==> src/rtl/pbus_pkg.sv <==
package pbus_pkg;

    localparam int NUM_DEV = 8;
    localparam int AW      = 16;
    localparam int DW      = 8;

    // Fixed register addresses
    localparam logic [15:0] SEL_ADDR      = 16'hD1FF;
    localparam logic [15:0] INT_STAT_ADDR = 16'hD1CF;

    // Shared ROM window: 2 KB
    localparam logic [15:0] ROM_BASE      = 16'hD800;
    localparam int          ROM_SPAN_LOG2 = 11;

    // Shared RAM area: 512 bytes, 64-byte slots, slot 0 owns half a slot
    localparam logic [15:0] RAM_BASE      = 16'hD600;
    localparam int          RAM_SPAN_LOG2 = 9;
    localparam int          SLOT_LOG2     = 6;
    localparam int          SLOT0_LOG2    = 5;

    // Cartridge hardware page
    localparam logic [15:0] CART_BASE      = 16'hD500;
    localparam int          CART_SPAN_LOG2 = 8;

    typedef enum logic [1:0] {
        SRC_NONE = 2'd0,
        SRC_EXT  = 2'd1,
        SRC_INT  = 2'd2
    } stat_src_e;

    typedef struct packed {
        logic hit;
        logic legal;
    } sel_wr_t;

    function automatic int unsigned count_set(input logic [DW-1:0] v);
        int unsigned n;
        n = 0;
        for (int b = 0; b < DW; b++) begin
            n += int'(v[b]);
        end
        return n;
    endfunction

endpackage

==> src/rtl/pbus_sel_reg.sv <==
module pbus_sel_reg
    import pbus_pkg::*;
#(
    parameter int N_DEV  = NUM_DEV,
    parameter int ADDR_W = AW
) (
    input  logic              clk,
    input  logic              rst,
    input  logic [ADDR_W-1:0] addr,
    input  logic [N_DEV-1:0]  wdata,
    input  logic              wr_en,
    output logic [N_DEV-1:0]  sel_q,
    output logic              err_q
);

    sel_wr_t wr_chk;

    always_comb begin
        wr_chk.hit   = wr_en && (addr == SEL_ADDR[ADDR_W-1:0]);
        wr_chk.legal = (count_set(wdata) <= 1);
    end

    always_ff @(posedge clk) begin
        if (rst) begin
            sel_q <= '0;
            err_q <= 1'b0;
        end else if (wr_chk.hit) begin
            if (wr_chk.legal) begin
                sel_q <= wdata;
            end else begin
                sel_q <= '0;
                err_q <= 1'b1;
            end
        end
    end

endmodule

==> src/rtl/pbus_rom_router.sv <==
module pbus_rom_router
    import pbus_pkg::*;
#(
    parameter int N_DEV  = NUM_DEV,
    parameter int ADDR_W = AW,
    parameter int SPAN   = ROM_SPAN_LOG2
) (
    input  logic [ADDR_W-1:SPAN] win_tag,
    input  logic                 access,
    input  logic [N_DEV-1:0]     sel,
    output logic                 math_en,
    output logic                 dev_en
);

    logic in_win;
    logic any_sel;

    always_comb begin
        in_win  = access && (win_tag == ROM_BASE[ADDR_W-1:SPAN]);
        any_sel = |sel;
        math_en = in_win && !any_sel;
        dev_en  = in_win && any_sel;
    end

endmodule

==> src/rtl/pbus_ram_decoder.sv <==
module pbus_ram_decoder
    import pbus_pkg::*;
#(
    parameter int N_DEV  = NUM_DEV,
    parameter int ADDR_W = AW
) (
    input  logic [ADDR_W-1:SLOT0_LOG2] addr_hi,
    input  logic                       access,
    output logic [N_DEV-1:0]           slot_sel,
    output logic                       modem_sel,
    output logic                       cart_sel
);

    localparam int IDX_W = RAM_SPAN_LOG2 - SLOT_LOG2;

    logic             in_ram;
    logic [IDX_W-1:0] blk;
    logic             upper_half;

    always_comb begin
        in_ram     = access &&
                     (addr_hi[ADDR_W-1:RAM_SPAN_LOG2] == RAM_BASE[ADDR_W-1:RAM_SPAN_LOG2]);
        blk        = addr_hi[RAM_SPAN_LOG2-1:SLOT_LOG2];
        upper_half = addr_hi[SLOT0_LOG2];
        modem_sel  = in_ram && (blk == '0) && upper_half;
        cart_sel   = access &&
                     (addr_hi[ADDR_W-1:CART_SPAN_LOG2] == CART_BASE[ADDR_W-1:CART_SPAN_LOG2]);
    end

    for (genvar k = 0; k < N_DEV; k++) begin : g_slot
        if (k == 0) begin : g_half
            assign slot_sel[k] = in_ram && (blk == '0) && !upper_half;
        end else begin : g_full
            assign slot_sel[k] = in_ram && (blk == IDX_W'(k));
        end
    end

endmodule

==> src/rtl/pbus_status_mux.sv <==
module pbus_status_mux
    import pbus_pkg::*;
#(
    parameter int ADDR_W = AW,
    parameter int DATA_W = DW
) (
    input  logic [ADDR_W-1:0] addr,
    input  logic              rd_en,
    input  logic [DATA_W-1:0] ext_pend,
    input  logic [DATA_W-1:0] int_pend,
    output logic [DATA_W-1:0] rdata,
    output logic              valid
);

    stat_src_e src;

    always_comb begin
        src = SRC_NONE;
        if (rd_en) begin
            if (addr == SEL_ADDR[ADDR_W-1:0]) begin
                src = SRC_EXT;
            end else if (addr == INT_STAT_ADDR[ADDR_W-1:0]) begin
                src = SRC_INT;
            end
        end
        unique case (src)
            SRC_EXT: rdata = ext_pend;
            SRC_INT: rdata = int_pend;
            default: rdata = '0;
        endcase
        valid = (src != SRC_NONE);
    end

endmodule

==> src/rtl/pbus_sel_decoder.sv <==
module pbus_sel_decoder
    import pbus_pkg::*;
#(
    parameter int N_DEV  = NUM_DEV,
    parameter int ADDR_W = AW,
    parameter int DATA_W = DW
) (
    input  logic              clk,
    input  logic              rst,
    input  logic [ADDR_W-1:0] addr,
    input  logic [DATA_W-1:0] wdata,
    input  logic              rd_en,
    input  logic              wr_en,
    input  logic [N_DEV-1:0]  ext_irq_pend,
    input  logic [N_DEV-1:0]  int_irq_pend,
    output logic [N_DEV-1:0]  dev_sel,
    output logic              math_rom_en,
    output logic              dev_rom_en,
    output logic [N_DEV-1:0]  slot_ram_sel,
    output logic              modem_ram_sel,
    output logic              cart_io_sel,
    output logic [DATA_W-1:0] rdata,
    output logic              rdata_valid,
    output logic              sel_error
);

    logic access;
    assign access = rd_en | wr_en;

    pbus_sel_reg #(.N_DEV(N_DEV), .ADDR_W(ADDR_W)) u_sel (
        .clk   (clk),
        .rst   (rst),
        .addr  (addr),
        .wdata (wdata[N_DEV-1:0]),
        .wr_en (wr_en),
        .sel_q (dev_sel),
        .err_q (sel_error)
    );

    pbus_rom_router #(.N_DEV(N_DEV), .ADDR_W(ADDR_W), .SPAN(ROM_SPAN_LOG2)) u_rom (
        .win_tag (addr[ADDR_W-1:ROM_SPAN_LOG2]),
        .access  (access),
        .sel     (dev_sel),
        .math_en (math_rom_en),
        .dev_en  (dev_rom_en)
    );

    pbus_ram_decoder #(.N_DEV(N_DEV), .ADDR_W(ADDR_W)) u_ram (
        .addr_hi   (addr[ADDR_W-1:SLOT0_LOG2]),
        .access    (access),
        .slot_sel  (slot_ram_sel),
        .modem_sel (modem_ram_sel),
        .cart_sel  (cart_io_sel)
    );

    pbus_status_mux #(.ADDR_W(ADDR_W), .DATA_W(DATA_W)) u_stat (
        .addr     (addr),
        .rd_en    (rd_en),
        .ext_pend (ext_irq_pend),
        .int_pend (int_irq_pend),
        .rdata    (rdata),
        .valid    (rdata_valid)
    );

endmodule

==> config.mk <==
export PLATFORM = sky130hd
export DESIGN_NAME = pbus_sel_decoder
export DESIGN_NICKNAME = d
export VERILOG_FILES = /design/src/rtl/pbus_pkg.sv /design/src/rtl/pbus_sel_reg.sv /design/src/rtl/pbus_rom_router.sv /design/src/rtl/pbus_ram_decoder.sv /design/src/rtl/pbus_status_mux.sv /design/src/rtl/pbus_sel_decoder.sv
export SDC_FILE = /design/constraint.sdc
export NUM_CORES = 1
export LEC_CHECK = 0
export BUFFER_PORTS_ARGS = -buffer_cell sky130_fd_sc_hd__buf_2
export CORE_UTILIZATION = 35
export CTS_CLUSTER_DIAMETER = 50
export CTS_CLUSTER_SIZE = 16
export DETAILED_ROUTE_END_ITERATION = 10
export GPL_TIMING_DRIVEN = 0
export HOLD_SLACK_MARGIN = 0.15
export PLACE_DENSITY = 0.74
export SLEW_MARGIN = 20
export SYNTH_ARGS = -nofsm -noshare
export SYNTH_HDL_FRONTEND = slang
export SYNTH_SLANG_ARGS = --single-unit
==> constraint.sdc <==
create_clock -name clk -period 3 [get_ports clk]
set_input_delay 0.15 -clock clk [delete_from_list [all_inputs] [get_ports clk]]
set_output_delay 0.15 -clock clk [all_outputs]
set_load 0.05 [all_outputs]
==> results.ini <==
[synthesis]
avgSynthCellArea_sq_um=8.23
ys_ff_latch=9
synth_fp_nets=162
yosysSeqAreaShare=0.197
synth_area_leader_cell=dfxtp_1
yosys-top-cells-area=dfxtp_1, fa_1, mux2i_1, nor2_1, nand2b_1
netlist_instances=111
yosysTopAreaCellShare=0.197
ys.warnings.count=0
synth-edff-count=0
ys.flop_type=dfxtp_1
netlist_top_cells_count=nor2_1, nand2_1, inv_1, nand2b_1, dfxtp_1
synthArstFlopShare=0
netlist_area_sq_um=913
yosysMostFrequentCell=nor2_1
yosysUniqueCellTypes=28

[hold_path]
whs_path_depth=3
hold_path_class=input pin to flip-flop
min-delay-start=wdata[0]
whs_endpoint=u_sel.sel_q[0]

[critical_path]
rrSetupSlack_ns=2.39
worstPathArrival_ns=3.24
cp_max_fo=8
r2r_end=u_sel.sel_q[5]
rr_startpoint=u_sel.sel_q[5]
r2r_cells=2
crit_path_end_kind=flip-flop
required_ns=3.18
worstSetupPathType=input pin to flip-flop
crit_path_start_kind=input pin

[floorplanning]
fp.dieW_microns=53.1
rows=18
die-area_sq_um=2820
die_h_microns=53.1
core_region_area_sq_um=2480
initial_core_util=0.369
io-pin-count=74

[power]
finalPower_mw=0.370
pwr-share-clk=0.238
max-vdd-ir-drop_mv=0.231
sw_frac_of_total=0.311
pwr_density_cell_nw_per_um2=259
power.leakage_nw=0.729
intPower_mw=0.255
combinationalPowerShare=0.439
p_sw_mw=0.115
pwr-share-seq=0.323

[global_route]
track_usage=0.190
grt_pass1_vias=977
grt_pass1_wl_microns=3990
grt.overflow.total=0
antenna_found_initial=0
grt_max_degree=11

[clocking]
hold_buffers=0
insertion_delay_ns=0.25
clock_sinks=9
cts_buffers=3
tritoncts=built
clock_path_buffers=2
clk_pin_slew_ns=0.06
root_buffer=clkbuf_4
htree_levels=1

[drt]
ant_nets=0
vias=1047
drt-initial-drc-count=22
avgViaCountPerCell=4.76
wire_per_inst_microns=11.5
drt_pre_antenna_iters=4
drc=0
drt-total-wl_microns=2540

[timing]
layout_setup_ws_ns=-0.0562
rsz0062_at_grt=yes
tightest_slew_ns=0.566
final_max_slew_viol_count=0
period_share=1.02
finalCriticalPeriod_ns=3.06
max_freq_mhz=327
whs_ns=0.158
finalHoldViolCount=0
finalSetupViolCount=8
finalClockSkew_ns=0
slew_headroom=0.622

[cells_and_area]
areaGrowthSynthToFinish_pct=56.6
drive_gt1_frac=0.495
antenna_cells=0
finalInstanceArea_sq_um=1430
fin_nets=242
fin_util=0.577

[flow_run]
drv_cap=0

[placement]
hpwlAfterDp_microns=2240
placed_area_sq_um=1360
gp_congestion=0.775
placement.io_buffers=73

[run_status]
status=finished, violations left
violations=negative setup slack

-- critical path, stage by stage --
cell     delay [ns]
buf_8          0.10
ha_4           0.25
inv_2          0.03
fa_1           0.51
fa_1           0.44
fa_2           0.39
inv_2          0.06
fa_2           0.44
or4_4          0.44
o31ai_4        0.07
buf_6          0.16
nand2_1        0.07
mux2i_1        0.13
-- worst max path at each step --
stage / endpoint / cells past startpoint / from
floorplan: u_sel.sel_q[0] / 11 / wdata[1]
global placement: u_sel.sel_q[4] / 12 / wdata[1]
detailed placement: u_sel.sel_q[2] / 12 / wdata[1]
CTS: u_sel.sel_q[2] / 13 / wdata[1]
global route: u_sel.sel_q[4] / 13 / wdata[1]
finish: u_sel.sel_q[2] / 13 / wdata[1]
-- layer usage --
metal	vias to the layer above	track usage	wire length, microns
li1	543	-	-
met1	480	0.221	1010
met2	22	0.352	1440
met3	2	0.0316	82
met4	0	0.0482	9
met5	-	0	0
-- layout by cell type (no fill, tap or decap) --
master / netlist / layout
nand4bb_1: 2 / 1
buf_6: 1 / 3
inv_1: 10 / 8
clkbuf_1: 2 / 3
or4_4: 0 / 1
nand4bb_4: 0 / 1
nor3_1: 1 / 1
or3_1: 1 / 1
nand4b_4: 2 / 2
and3_1: 1 / 1
a22oi_1: 8 / 8
nand2_1: 12 / 11
o31ai_4: 0 / 1
nand3_1: 1 / 1
nand2_2: 0 / 1
fa_2: 0 / 2
buf_2: 0 / 71
o2111a_1: 1 / 1
fa_1: 4 / 2
a21oi_2: 0 / 1
mux2i_1: 8 / 8
buf_4: 0 / 1
nor4_1: 3 / 3
nand3b_1: 1 / 1
a21oi_1: 2 / 1
nor2b_1: 1 / 1
and2_1: 1 / 1
nor4b_2: 2 / 2
dfxtp_1: 9 / 9
nand2b_1: 10 / 10
inv_2: 0 / 2
buf_8: 0 / 1
ha_4: 0 / 1
clkbuf_4: 0 / 3
and3b_1: 1 / 1
ha_1: 3 / 2
nor2_1: 21 / 21
nor4_4: 1 / 1
-- cell type report --
type                            count  area (sq um)
Tap cell                           30          37.5
Buffer                              3          18.8
Clock buffer                        4          26.3
Multi-Input combinational cell     89           729
Timing Repair Buffer               75           400
Sequential cell                     9           180
Fill cell                         244          1050
Inverter                           10          37.5
-- what timing repair did --
| item | CTS | global route |
|---|---|---|
| cloned | 0 | 0 |
| pin swaps | 0 | 6 |
| setup endpoints to repair | 8 | 9 |
| resized for setup | 4 | 2 |
| buffers inserted | 1 | 1 |
-- power by group through the flow --
stage	Sequential [mW]	Combinational (mW)	Clock (mW)
global placement	0.122	0.146	0
detailed placement	0.122	0.153	0
global route	0.119	0.182	0.0994
floorplan	0.122	0.0988	0
CTS	0.119	0.162	0.0923
finish	0.120	0.163	0.0882
-- kinds of logic after synthesis --
family,Yosys count,share of synthesized area
AO/OA/AOI/OAI,12,0.103
AND/OR/NAND/NOR,62,0.422
buffers and inverters,13,0.0617
adder cells (fa/ha/maj),7,0.129
multiplexers,8,0.0877
flip-flops,9,0.197
-- through the flow --
stage / setup slack, ns / std cells / TNS, ns
floorplan: -0.0129 / 111 / -0.103
global placement: -0.265 / 214 / -2.14
detailed placement: -0.318 / 214 / -2.54
CTS: -0.0510 / 219 / -0.283
global route: -0.143 / 220 / -0.989
finish: -0.0562 / 220 / -0.310
-- state kept, by name, indices dropped and copies added, names as in the netlist --
register / count
u_sel.err_q: 1
u_sel.sel_q: 8
No activity file was read; power rests on OpenSTA's default activity.
